$ cat config.mk
export PLATFORM = sky130hd
export DESIGN_NAME = freq_trim_unit
export DESIGN_NICKNAME = d
export VERILOG_FILES = /design/src/rtl/ftc_pkg.sv /design/src/rtl/ftc_regs.sv /design/src/rtl/ftc_counter.sv /design/src/rtl/ftc_trim.sv /design/src/rtl/freq_trim_unit.sv
export SDC_FILE = /design/constraint.sdc
export NUM_CORES = 1
export LEC_CHECK = 0
export CORE_MARGIN = 1
export CORE_UTILIZATION = 50
export DETAILED_ROUTE_END_ITERATION = 6
export GPL_TIMING_DRIVEN = 0
export MAX_ROUTING_LAYER = met4
export PLACE_DENSITY = 0.78
export SETUP_SLACK_MARGIN = 0.1
export SLEW_MARGIN = 30
export SYNTH_ARGS = -nofsm -noshare
export SYNTH_HDL_FRONTEND = slang
export SYNTH_SLANG_ARGS = --single-unit
$ cat constraint.sdc
create_clock -name clk -period 4.2 [get_ports clk]
set_clock_uncertainty 0.1 [all_clocks]
set_input_delay 0.84 -clock clk [delete_from_list [all_inputs] [get_ports clk]]
set_output_delay 0.84 -clock clk [all_outputs]
set_load 0.02 [all_outputs]
$ cat src/rtl/ftc_pkg.sv
package ftc_pkg;
  typedef enum logic [1:0] {
    SEL_CTRL = 2'd0,
    SEL_CFG  = 2'd1,
    SEL_CLR  = 2'd2,
    SEL_NONE = 2'd3
  } ftc_sel_e;

  // control word bit positions
  localparam int C_RUN      = 0;
  localparam int C_AUTO     = 1;
  localparam int C_IE_LSB   = 2;
  localparam int C_SWSYNC   = 6;
  localparam int C_TRIM_LSB = 7;
  localparam int CTRL_W     = 6;

  // clear word / interrupt enable bit positions
  localparam int K_OK   = 0;
  localparam int K_WARN = 1;
  localparam int K_ERR  = 2;
  localparam int K_EXP  = 3;

  // status vector bit positions
  localparam int F_OK   = 0;
  localparam int F_WARN = 1;
  localparam int F_EXP  = 2;
  localparam int F_SERR = 3;
  localparam int F_MISS = 4;
  localparam int F_TOVF = 5;
  localparam int F_N    = 6;
endpackage

$ cat src/rtl/ftc_regs.sv
module ftc_regs
  import ftc_pkg::*;
#(
  parameter int CNT_W = 16,
  parameter int LIM_W = 8,
  parameter logic [CNT_W-1:0] RELOAD_RST = 'hBB7F,
  parameter logic [LIM_W-1:0] LIMIT_RST  = 'h22
) (
  input  logic                   clk,
  input  logic                   rst_n,
  input  logic                   wr_en,
  input  logic [1:0]             wr_sel,
  input  logic [CNT_W+LIM_W-1:0] wr_data,
  input  logic [F_N-1:0]         flag_set,
  output logic                   run_en,
  output logic                   auto_en,
  output logic                   sw_sync,
  output logic                   ctrl_wr,
  output logic [CNT_W-1:0]       reload,
  output logic [LIM_W-1:0]       limit,
  output logic [F_N-1:0]         flags,
  output logic                   err_any,
  output logic                   irq
);
  ftc_sel_e sel;
  logic [CTRL_W-1:0] ctrl_q, ctrl_d;
  logic [CNT_W-1:0]  reload_q, reload_d;
  logic [LIM_W-1:0]  limit_q, limit_d;
  logic [F_N-1:0]    flags_q, flags_d, clr;
  logic              cfg_wr, clr_wr;
  logic [3:0]        ie;

  assign sel = ftc_sel_e'(wr_sel);

  always_comb begin
    ctrl_wr = wr_en && (sel == SEL_CTRL);
    cfg_wr  = wr_en && (sel == SEL_CFG) && !ctrl_q[C_RUN];
    clr_wr  = wr_en && (sel == SEL_CLR);
    ctrl_d  = ctrl_wr ? wr_data[CTRL_W-1:0] : ctrl_q;
    reload_d = cfg_wr ? wr_data[CNT_W-1:0] : reload_q;
    limit_d  = cfg_wr ? wr_data[CNT_W +: LIM_W] : limit_q;
    clr = '0;
    if (clr_wr) begin
      clr[F_OK]   = wr_data[K_OK];
      clr[F_WARN] = wr_data[K_WARN];
      clr[F_EXP]  = wr_data[K_EXP];
      clr[F_SERR] = wr_data[K_ERR];
      clr[F_MISS] = wr_data[K_ERR];
      clr[F_TOVF] = wr_data[K_ERR];
    end
    // a new event wins over a clear in the same cycle
    flags_d = (flags_q & ~clr) | flag_set;
  end

  always_ff @(posedge clk or negedge rst_n) begin
    if (!rst_n) begin
      ctrl_q   <= '0;
      reload_q <= RELOAD_RST;
      limit_q  <= LIMIT_RST;
      flags_q  <= '0;
    end else begin
      ctrl_q   <= ctrl_d;
      reload_q <= reload_d;
      limit_q  <= limit_d;
      flags_q  <= flags_d;
    end
  end

  assign run_en  = ctrl_q[C_RUN];
  assign auto_en = ctrl_q[C_AUTO];
  assign sw_sync = ctrl_wr && wr_data[C_SWSYNC] && ctrl_q[C_RUN];
  assign ie      = ctrl_q[C_IE_LSB +: 4];
  assign reload  = reload_q;
  assign limit   = limit_q;
  assign flags   = flags_q;
  assign err_any = flags_q[F_SERR] | flags_q[F_MISS] | flags_q[F_TOVF];
  assign irq     = (ie[K_OK] & flags_q[F_OK]) | (ie[K_WARN] & flags_q[F_WARN]) |
                   (ie[K_ERR] & err_any) | (ie[K_EXP] & flags_q[F_EXP]);

  AST_CFG_LOCK: assert property (@(posedge clk) disable iff (!rst_n)
    ctrl_q[C_RUN] |=> ($stable(reload_q) && $stable(limit_q)));
  AST_ERR_CLEAR: assert property (@(posedge clk) disable iff (!rst_n)
    (clr_wr && wr_data[K_ERR] && !flag_set[F_SERR] && !flag_set[F_MISS] && !flag_set[F_TOVF])
    |=> !err_any);
  AST_IRQ_QUIET: assert property (@(posedge clk) disable iff (!rst_n)
    (flags_q == '0) |-> !irq);
endmodule

$ cat src/rtl/ftc_counter.sv
module ftc_counter #(
  parameter int CNT_W = 16,
  parameter int LIM_W = 8
) (
  input  logic             clk,
  input  logic             rst_n,
  input  logic             run,
  input  logic             sync_evt,
  input  logic [CNT_W-1:0] reload,
  input  logic [LIM_W-1:0] limit,
  output logic [CNT_W-1:0] cap_val,
  output logic             cap_slow,
  output logic             g_ok,
  output logic             g_warn,
  output logic             g_err,
  output logic             g_slow,
  output logic             exp_set,
  output logic             miss_set
);
  localparam int XW = CNT_W + 2;

  logic [CNT_W-1:0] cnt_q, cnt_d, cap_q, cap_d;
  logic             up_q, up_d, halt_q, halt_d, slow_q, slow_d;
  logic             graded;
  logic [XW-1:0]    lim1, lim3, lim4, cntx;

  assign lim1 = XW'(limit);
  assign lim3 = lim1 + (lim1 << 1);
  assign lim4 = lim1 << 2;
  assign cntx = XW'(cnt_q);

  always_comb begin
    cnt_d = cnt_q; up_d = up_q; halt_d = halt_q;
    cap_d = cap_q; slow_d = slow_q;
    graded = 1'b0; miss_set = 1'b0;
    if (!run) begin
      cnt_d = reload; up_d = 1'b0; halt_d = 1'b0;
    end else if (sync_evt) begin
      cnt_d = reload; up_d = 1'b0; halt_d = 1'b0;
      if (!halt_q) begin
        cap_d  = cnt_q;
        slow_d = !up_q;
        graded = 1'b1;
      end
    end else if (halt_q) begin
      cnt_d = cnt_q;
    end else if (!up_q) begin
      if (cnt_q == '0) begin
        up_d  = 1'b1;
        cnt_d = CNT_W'(1);
      end else begin
        cnt_d = cnt_q - CNT_W'(1);
      end
    end else if (cntx >= lim4) begin
      halt_d   = 1'b1;
      miss_set = 1'b1;
    end else begin
      cnt_d = cnt_q + CNT_W'(1);
    end
  end

  always_comb begin
    g_ok   = graded && (cntx < lim1);
    g_warn = graded && (cntx >= lim1) && (cntx < lim3);
    g_err  = graded && (cntx >= lim3);
    g_slow = !up_q;
    exp_set = run && !halt_q && !up_q && (cnt_q == '0);
  end

  always_ff @(posedge clk or negedge rst_n) begin
    if (!rst_n) begin
      cnt_q  <= '0;
      up_q   <= 1'b0;
      halt_q <= 1'b0;
      cap_q  <= '0;
      slow_q <= 1'b0;
    end else begin
      cnt_q  <= cnt_d;
      up_q   <= up_d;
      halt_q <= halt_d;
      cap_q  <= cap_d;
      slow_q <= slow_d;
    end
  end

  assign cap_val  = cap_q;
  assign cap_slow = slow_q;

  AST_HALT_HOLD: assert property (@(posedge clk) disable iff (!rst_n)
    (run && halt_q && !sync_evt) |=> $stable(cnt_q));
  AST_GRADE_ONE: assert property (@(posedge clk) disable iff (!rst_n)
    $onehot0({g_ok, g_warn, g_err}));
  AST_MISS_NOGRADE: assert property (@(posedge clk) disable iff (!rst_n)
    (halt_q && sync_evt) |=> $stable(cap_q));
endmodule

$ cat src/rtl/ftc_trim.sv
module ftc_trim #(
  parameter int TRIM_W = 6,
  parameter logic [TRIM_W-1:0] TRIM_RST = 'd32
) (
  input  logic              clk,
  input  logic              rst_n,
  input  logic              auto_en,
  input  logic              wr_trim,
  input  logic [TRIM_W-1:0] wr_val,
  input  logic              g_warn,
  input  logic              g_err,
  input  logic              g_slow,
  output logic [TRIM_W-1:0] trim,
  output logic              ovf_set
);
  localparam int XW = TRIM_W + 1;
  localparam logic [XW-1:0] TOP = XW'((1 << TRIM_W) - 1);

  logic [TRIM_W-1:0] trim_q, trim_d;
  logic [XW-1:0]     step, base, sum;

  assign step = g_err ? XW'(2) : XW'(1);
  assign base = XW'(trim_q);
  assign sum  = base + step;

  always_comb begin
    trim_d  = trim_q;
    ovf_set = 1'b0;
    if (!auto_en) begin
      if (wr_trim) trim_d = wr_val;
    end else if (g_warn || g_err) begin
      if (g_slow) begin
        if (sum > TOP) begin
          trim_d = TOP[TRIM_W-1:0]; ovf_set = 1'b1;
        end else begin
          trim_d = sum[TRIM_W-1:0];
        end
      end else if (base < step) begin
        trim_d = '0; ovf_set = 1'b1;
      end else begin
        trim_d = trim_q - step[TRIM_W-1:0];
      end
    end
  end

  always_ff @(posedge clk or negedge rst_n) begin
    if (!rst_n) trim_q <= TRIM_RST;
    else        trim_q <= trim_d;
  end

  assign trim = trim_q;

  AST_TRIM_IDLE: assert property (@(posedge clk) disable iff (!rst_n)
    (auto_en && !g_warn && !g_err) |=> $stable(trim_q));
  AST_TRIM_OVF_END: assert property (@(posedge clk) disable iff (!rst_n)
    ovf_set |=> ((trim_q == '0) || (XW'(trim_q) == TOP)));
endmodule

$ cat src/rtl/freq_trim_unit.sv
module freq_trim_unit
  import ftc_pkg::*;
#(
  parameter int CNT_W  = 16,
  parameter int LIM_W  = 8,
  parameter int TRIM_W = 6,
  parameter logic [CNT_W-1:0]  RELOAD_RST = 'hBB7F,
  parameter logic [LIM_W-1:0]  LIMIT_RST  = 'h22,
  parameter logic [TRIM_W-1:0] TRIM_RST   = 'd32
) (
  input  logic                   clk,
  input  logic                   rst_n,
  input  logic                   sync_in,
  input  logic                   wr_en,
  input  logic [1:0]             wr_sel,
  input  logic [CNT_W+LIM_W-1:0] wr_data,
  output logic [TRIM_W-1:0]      trim_out,
  output logic [CNT_W-1:0]       cap_count,
  output logic                   cap_slow,
  output logic [F_N-1:0]         status,
  output logic                   err_any,
  output logic                   irq,
  output logic [CNT_W-1:0]       reload_out,
  output logic [LIM_W-1:0]       limit_out
);
  logic run_en, auto_en, sw_sync, ctrl_wr, sync_evt;
  logic g_ok, g_warn, g_err, g_slow, exp_set, miss_set, ovf_set;
  logic [F_N-1:0] flag_set;

  assign sync_evt = (run_en && sync_in) || sw_sync;

  always_comb begin
    flag_set = '0;
    flag_set[F_OK]   = g_ok;
    flag_set[F_WARN] = g_warn;
    flag_set[F_EXP]  = exp_set;
    flag_set[F_SERR] = g_err;
    flag_set[F_MISS] = miss_set;
    flag_set[F_TOVF] = ovf_set;
  end

  ftc_regs #(.CNT_W(CNT_W), .LIM_W(LIM_W), .RELOAD_RST(RELOAD_RST), .LIMIT_RST(LIMIT_RST)) u_regs (
    .clk(clk), .rst_n(rst_n), .wr_en(wr_en), .wr_sel(wr_sel), .wr_data(wr_data),
    .flag_set(flag_set), .run_en(run_en), .auto_en(auto_en), .sw_sync(sw_sync),
    .ctrl_wr(ctrl_wr), .reload(reload_out), .limit(limit_out), .flags(status),
    .err_any(err_any), .irq(irq));

  ftc_counter #(.CNT_W(CNT_W), .LIM_W(LIM_W)) u_cnt (
    .clk(clk), .rst_n(rst_n), .run(run_en), .sync_evt(sync_evt),
    .reload(reload_out), .limit(limit_out), .cap_val(cap_count), .cap_slow(cap_slow),
    .g_ok(g_ok), .g_warn(g_warn), .g_err(g_err), .g_slow(g_slow),
    .exp_set(exp_set), .miss_set(miss_set));

  ftc_trim #(.TRIM_W(TRIM_W), .TRIM_RST(TRIM_RST)) u_trim (
    .clk(clk), .rst_n(rst_n), .auto_en(auto_en), .wr_trim(ctrl_wr),
    .wr_val(wr_data[C_TRIM_LSB +: TRIM_W]), .g_warn(g_warn), .g_err(g_err),
    .g_slow(g_slow), .trim(trim_out), .ovf_set(ovf_set));
endmodule

Yosys cells after proc, flatten, opt, wreduce, memory -nomap -nowiden

Index checks and enable logic that the tools add are counted.

$add $sub $neg: 5
Equal/unequal tests: 5
Magnitude comparators: 7
Multiplexer cells: 35
Bitwise gates (word level): 13
Reduce and logical (&&, ||, !) cells: 25
Divide/modulo/power cells: 0
Shift-type cells: 0
Multipliers: 0

Operators by type and width:

| cell                  | number |
|---|---|
| $mux 16               | 6 |
| $mux 6                | 7 |
| $mux 1                | 21 |
| $ge 16x18->1          | 1 |
| $lt 16x18->1          | 1 |
| $add 16x1->16 const B | 1 |
| $ge 16x10->1          | 1 |
| $ge 16x8->1           | 1 |
| $logic_not 16->1      | 1 |
| $lt 16x8->1           | 1 |
| $sub 16x1->16 const B | 1 |
| $logic_and 1x1->1     | 14 |
| $add 8x9->10          | 1 |
| $add 6x7->7           | 1 |
| $gt 7x6->1 const B    | 1 |
| $lt 6x7->1            | 1 |
| $and 6x6->6           | 1 |
| $not 6->6             | 1 |
| $or 6x6->6            | 1 |
| $sub 6x6->6           | 1 |
| $or 1x1->1            | 5 |
| $and 1x1->1           | 4 |
| $ne 4x4->1 const B    | 1 |
| $reduce_and 2->1      | 2 |
| other kinds (11)      | 14 |

Latch bits: 0
Flip-flop bits (word level): 77
ROM bits: 0
Memories: 0
Word-level logic and storage cells: 100
Output and inout port bits: 55
RAM bits: 0

Logic depth before layout (Yosys ltp)

Word-level depth: 16
Gate-level depth with buffers: 23

Modules after synthesis

Synthesis repeated with hierarchy kept, for this count alone.

Cell total of the unflattened synthesis: 532
Area, all modules: 5386.4 um2

By module, submodules not included:

| module         | cells an instance | sequential area each (um2) | area an instance (um2) | instances |
|---|---|---|---|---|
| ftc_counter    | 365               | 875.8                      | 3256.9                 | 1 |
| ftc_regs       | 85                | 919.6                      | 1431.4                 | 1 |
| ftc_trim       | 81                | 151.4                      | 690.7                  | 1 |
| freq_trim_unit | 1                 | 0.0                        | 7.5                    | 1 |

Least setup slack after synthesis

Ideal clock, no wire load.

Path type: reg2reg
Start point: reg u_regs.limit_q[1] (netlist: u_regs.limit[1])
End point: reg u_trim.trim_q[4] (netlist: u_trim.trim[4])
Data arrival time: 4.527 ns
Path buffers: 0
Setup time: 0.127 ns
Stages on the path, launching flop included: 23
Path slack: -0.554 ns
Cell sequence: dfstp_2 ha_1 a21o_1 a21oi_1 nor2b_1 o21a_1 o41ai_1 xnor2_1 ha_1 a21oi_1 o21ai_0 nor3_1 o21a_1 nor2_1 inv_1 ha_1 inv_1 fa_1 nor3_1 xnor2_1 o32a_1 a21oi_1 mux2_1

Word-level cells in the longest chain between the ends: 10
Elaborated cells on any way between the ends: 20
Those cells by class: 3 x add/sub; 5 x order compare; 1 x eq/ne; 6 x mux; 5 x reduce/logical

RTL lines:

| what                     | RTL line          | RTL |
|---|---|---|
| start: declaration       | ftc_regs.sv:28    | `logic [LIM_W-1:0] limit_q, limit_d;` |
| start signal: assignment | ftc_regs.sv:64    | `limit_q <= limit_d;` |
| $add 8x9->10             | ftc_counter.sv:28 | `assign lim3 = lim1 + (lim1 << 1);` |
| $ge 16x18->1             | ftc_counter.sv:65 | `g_err = graded && (cntx >= lim3);` |
| $logic_and 1x1->1        | ftc_counter.sv:65 |  |
| $mux 2                   | ftc_trim.sv:22    | `assign step = g_err ? XW'(2) : XW'(1);` |
| $add 6x7->7              | ftc_trim.sv:24    | `assign sum = base + step;` |
| $gt 7x6->1               | ftc_trim.sv:33    | `if (sum > TOP) begin` |
| $mux 6                   | ftc_trim.sv:33    |  |
| $mux 6                   | ftc_trim.sv:32    | `if (g_slow) begin` |
| $mux 6                   | ftc_trim.sv:31    | `end else if (g_warn \|\| g_err) begin` |
| $mux 6                   | ftc_trim.sv:29    | `if (!auto_en) begin` |
| end signal: assignment   | ftc_trim.sv:48    | `else trim_q <= trim_d;` |
| end: declaration         | ftc_trim.sv:19    | `logic [TRIM_W-1:0] trim_q, trim_d;` |

Parallel ways exist; a longest one is shown, timed or not. The select of a mux whose other input is x is not followed.
A chain may end at the register's enable or synchronous reset.

Worst setup path after layout

Same ends and word-level chain as after synthesis.

==> out/metrics.csv <==
stage;metric;value;unit
run_status;status;finished with violations;
run_status;failing checks;negative setup slack;
power_and_ir_drop;VDD IR max;0.000332;V
route;metal3 WL;1.31;mm
logic_synthesis;Yosys top cell area share;28.4;%
final_layout;final instance area;6880;µm²
clock_tree;CTS buffer count;9;
place;hpwl dp;13.3;mm
logic_synthesis;Synth async-reset ratio;100;%
critical_path;CP endpoint kind;register;
logic_synthesis;largest family of logic cells by synthesized area;simple AND/OR/NAND/NOR gates;
floorplan;I/O pin count;85;
clock_tree;Worst-path clk slew;0.10;ns
place;Cell Area, Placed;6510;µm²
sta;Fin. Hold Viols;0;
global_route;first-pass GRT wire length;28.8;mm
worst_hold_path;Worst Hold Class;in2async;
route;Top Layer Used;met4;
critical_path;Register-to-Register Path Depth;22;
sta;Final WS setup;-0.248;ns
logic_synthesis;most numerous cell in the Yosys netlist;nand2_1;
logic_synthesis;simple-gate share of the synthesized area;20.9;%
route;Routed Antenna Nets;0;
sta;Peak Freq;0.225;GHz
critical_path;CP Launch Type;register;
clock_tree;H-tree depth;3;
logic_synthesis;Synth Register Bits;77;
route;DRT Wirelength;18.0;mm
final_layout;Final #Nets;788;
logic_synthesis;Synth Net Count;675;
route;WL met1;7.48;mm
sta;setup tns final;-1.00;ns
place;IO buf count;84;
power_and_ir_drop;total power;4.50;mW
global_route;GRT overflow;0;
floorplan;Die ar.;11200;µm²
global_route;initial antenna violation count;0;
logic_synthesis;Post-synth top cells;90 x nand2_1, 61 x dfrtp_1, 40 x ha_1;
final_layout;# diodes;0;
floorplan;initial core utilization;51.8;%
place;pre-CTS WS;-0.696;ns
critical_path;R2R Setup Slk;-0.25;ns
place;Placed Instances;823;
logic_synthesis;Synth Area in Compound Gates;18.7;%
logic_synthesis;proportion of synthesized area in mux cells;5.80;%
logic_synthesis;Syn Std Cell Area;5370;µm²
critical_path;Worst EP required;4.37;ns
sta;slew at the pin closest to its max-slew limit;0.811;ns
final_layout;fin cells;856;
route;DRC errors left;0;
logic_synthesis;synth warn;0;
global_route;GRT Total Usage;34.5;%
floorplan;Die X;106;µm
final_layout;final core occ;66.3;%
sta;fin. max-slew vios;0;
route;met2 wire length;8.69;mm
logic_synthesis;XOR/XNOR Fraction of Synth Area;2.93;%
global_route;largest net degree at the start of global routing;48;
final_layout;area delta synth->final;27.9;%
place;Placer Congestion;0.928;
floorplan;placement row count;37;
logic_synthesis;top post-synthesis cells by area;dfrtp_1 28%, ha_1 9.3%, dfstp_2 7.8%;
critical_path;worst r2r src;u_regs.limit[1]$_DFFE_PN1P_;
logic_synthesis;Distinct cells, synth;72;
clock_tree;CTS Root Cell;clkbuf_8;
power_and_ir_drop;P_leak;2.85;nW
floorplan;core area;10400;µm²
route;Pre-antenna DRT Iters;5;
logic_synthesis;post-synthesis sequential area ratio;36.2;%
clock_tree;CTS sink count;77;
critical_path;r2r endpoint;u_trim.trim[4]$_DFFE_PN0P_;
route;via count;5378;
floorplan;Die Height;106;µm
clock_tree;Hold-fix buffers, CTS;0;
route;vias per cell;6.28;
logic_synthesis;dominant cell type by area after synthesis;dfrtp_1;
route;Initial DRC Count;470;
critical_path;Crit Path Class;reg2reg;
logic_synthesis;Main synth FF type;dfrtp_1;
final_layout;layout cells sized above 1;16.9;%
sta;Final period util;106;%
sta;minimum clock period;4.45;ns
clock_tree;maximum clock insertion buffer count;2;
power_and_ir_drop;PwrDens;654;nW/µm²
critical_path;Max FO, Critical Path;4;
clock_tree;worst-skew pair later-pin latency;0.38;ns
logic_synthesis;cells after synthesis;602;
sta;Max-slew headroom;45.9;%
sta;Setup Viol. Count Final;5;
logic_synthesis;Adder-Cell Fraction of Synth Area;10.4;%
critical_path;Arr. time, crit path;4.62;ns
sta;RSZ-0062 raised after global routing;true;
sta;hold slack;0.296;ns
global_route;vias in the first global route;5405;
logic_synthesis;Post-synth EDFFs;0;
logic_synthesis;syn avg cell area;8.93;µm²
route;routed len/inst;21.0;µm
run;max cap viols;0;
clock_tree;CTS tree;built;
==> worst max path at each step <==
stage | from | to | slack [ns] | depth (start not counted)
after floorplan | u_regs.limit[1]$_DFFE_PN1P_ | u_trim.trim[4]$_DFFE_PN0P_ | -0.22 | 22
after global placement | rst_n | u_regs.limit[0]$_DFFE_PN0P_ | -0.71 | 1
after detailed placement | u_regs.limit[0]$_DFFE_PN0P_ | u_trim.trim[4]$_DFFE_PN0P_ | -0.70 | 22
after CTS | u_regs.limit[1]$_DFFE_PN1P_ | u_trim.trim[4]$_DFFE_PN0P_ | -0.18 | 22
after global routing | u_regs.limit[1]$_DFFE_PN1P_ | u_trim.trim[4]$_DFFE_PN0P_ | -0.43 | 22
final | u_regs.limit[1]$_DFFE_PN1P_ | u_trim.trim[4]$_DFFE_PN0P_ | -0.25 | 22
==> per-layer routing <==
metal	global-route usage (%)	vias up
met5	-	-
met4	12.6	0
met3	5.94	46
met2	55.8	289
met1	43.3	2617
li1	-	2426
==> worst max-delay path: stages (launching register included) <==
cell	delay (ns)
dfstp_2	0.59
ha_4	0.21
a21o_1	0.17
a21oi_2	0.16
nor2b_1	0.06
o21a_1	0.20
o41ai_2	0.27
xnor2_1	0.17
ha_1	0.29
a21oi_2	0.15
o21ai_2	0.08
nor3_4	0.24
o21a_4	0.21
nor2_4	0.05
inv_4	0.12
ha_4	0.14
inv_2	0.03
fa_2	0.34
nor3_2	0.17
xnor2_1	0.13
o32a_1	0.15
a21oi_1	0.06
mux2_4	0.25
==> sequential cells by signal, summed over array words and instances (netlist names), 6 cells and up <==
register       cells
u_cnt.cap_val     16
u_cnt.cnt_q       16
u_regs.ctrl_q      6
u_regs.flags       6
u_regs.limit       8
u_regs.reload     16
u_trim.trim        6
==> layout make-up <==
type	count	area (µm²)
fillers	891	3490
repair buffers	102	997
flip-flops and latches	77	1950
multi-input cells	457	3310
well taps	136	170
inverters	31	119
plain buffers	37	149
clock inverters	7	60.1
clock buffers	9	124
==> what timing repair did <==
action                                  4_1_cts  5_1_grt
setup buffers                                12        5
endpoints found under the setup margin        7        7
pin swaps                                    15        5
gates resized for setup                       7        8
==> power by group <==
part	internal, mW	total, mW	switching (mW)
combinational	1.15	2.59	1.44
sequential	1.03	1.34	0.308
clock	0.228	0.565	0.338
total	2.41	4.50	2.08
==> cells in the final DEF (no fill, tap or decap), drive strengths merged, types with 6 or more instances in the layout <==
cell           count
nand2             91
o211ai            11
xnor2              7
nand2b             6
o31ai              8
nor2b             10
a31oi              9
dfrtp             61
nand4             20
nor4              11
nor2              20
ha                40
inv               36
nand3             19
a21oi             33
o22ai              7
mux2              25
nor3              13
dfstp             16
o21ai             33
xor2              11
buf               28
clkdlybuf4s50     83
clkbuf            37
==> cells by family (layout without fill, tap and decap cells) <==
family	count (synthesis)	after routing
adder cells (fa/ha/maj)	43	43
flip-flops	77	77
multiplexers	28	28
XOR/XNOR	18	18
buffers and inverters	68	186
AO/OA/AOI/OAI	149	149
AND/OR/NAND/NOR	219	219
Power figures use the tool's default switching activity.
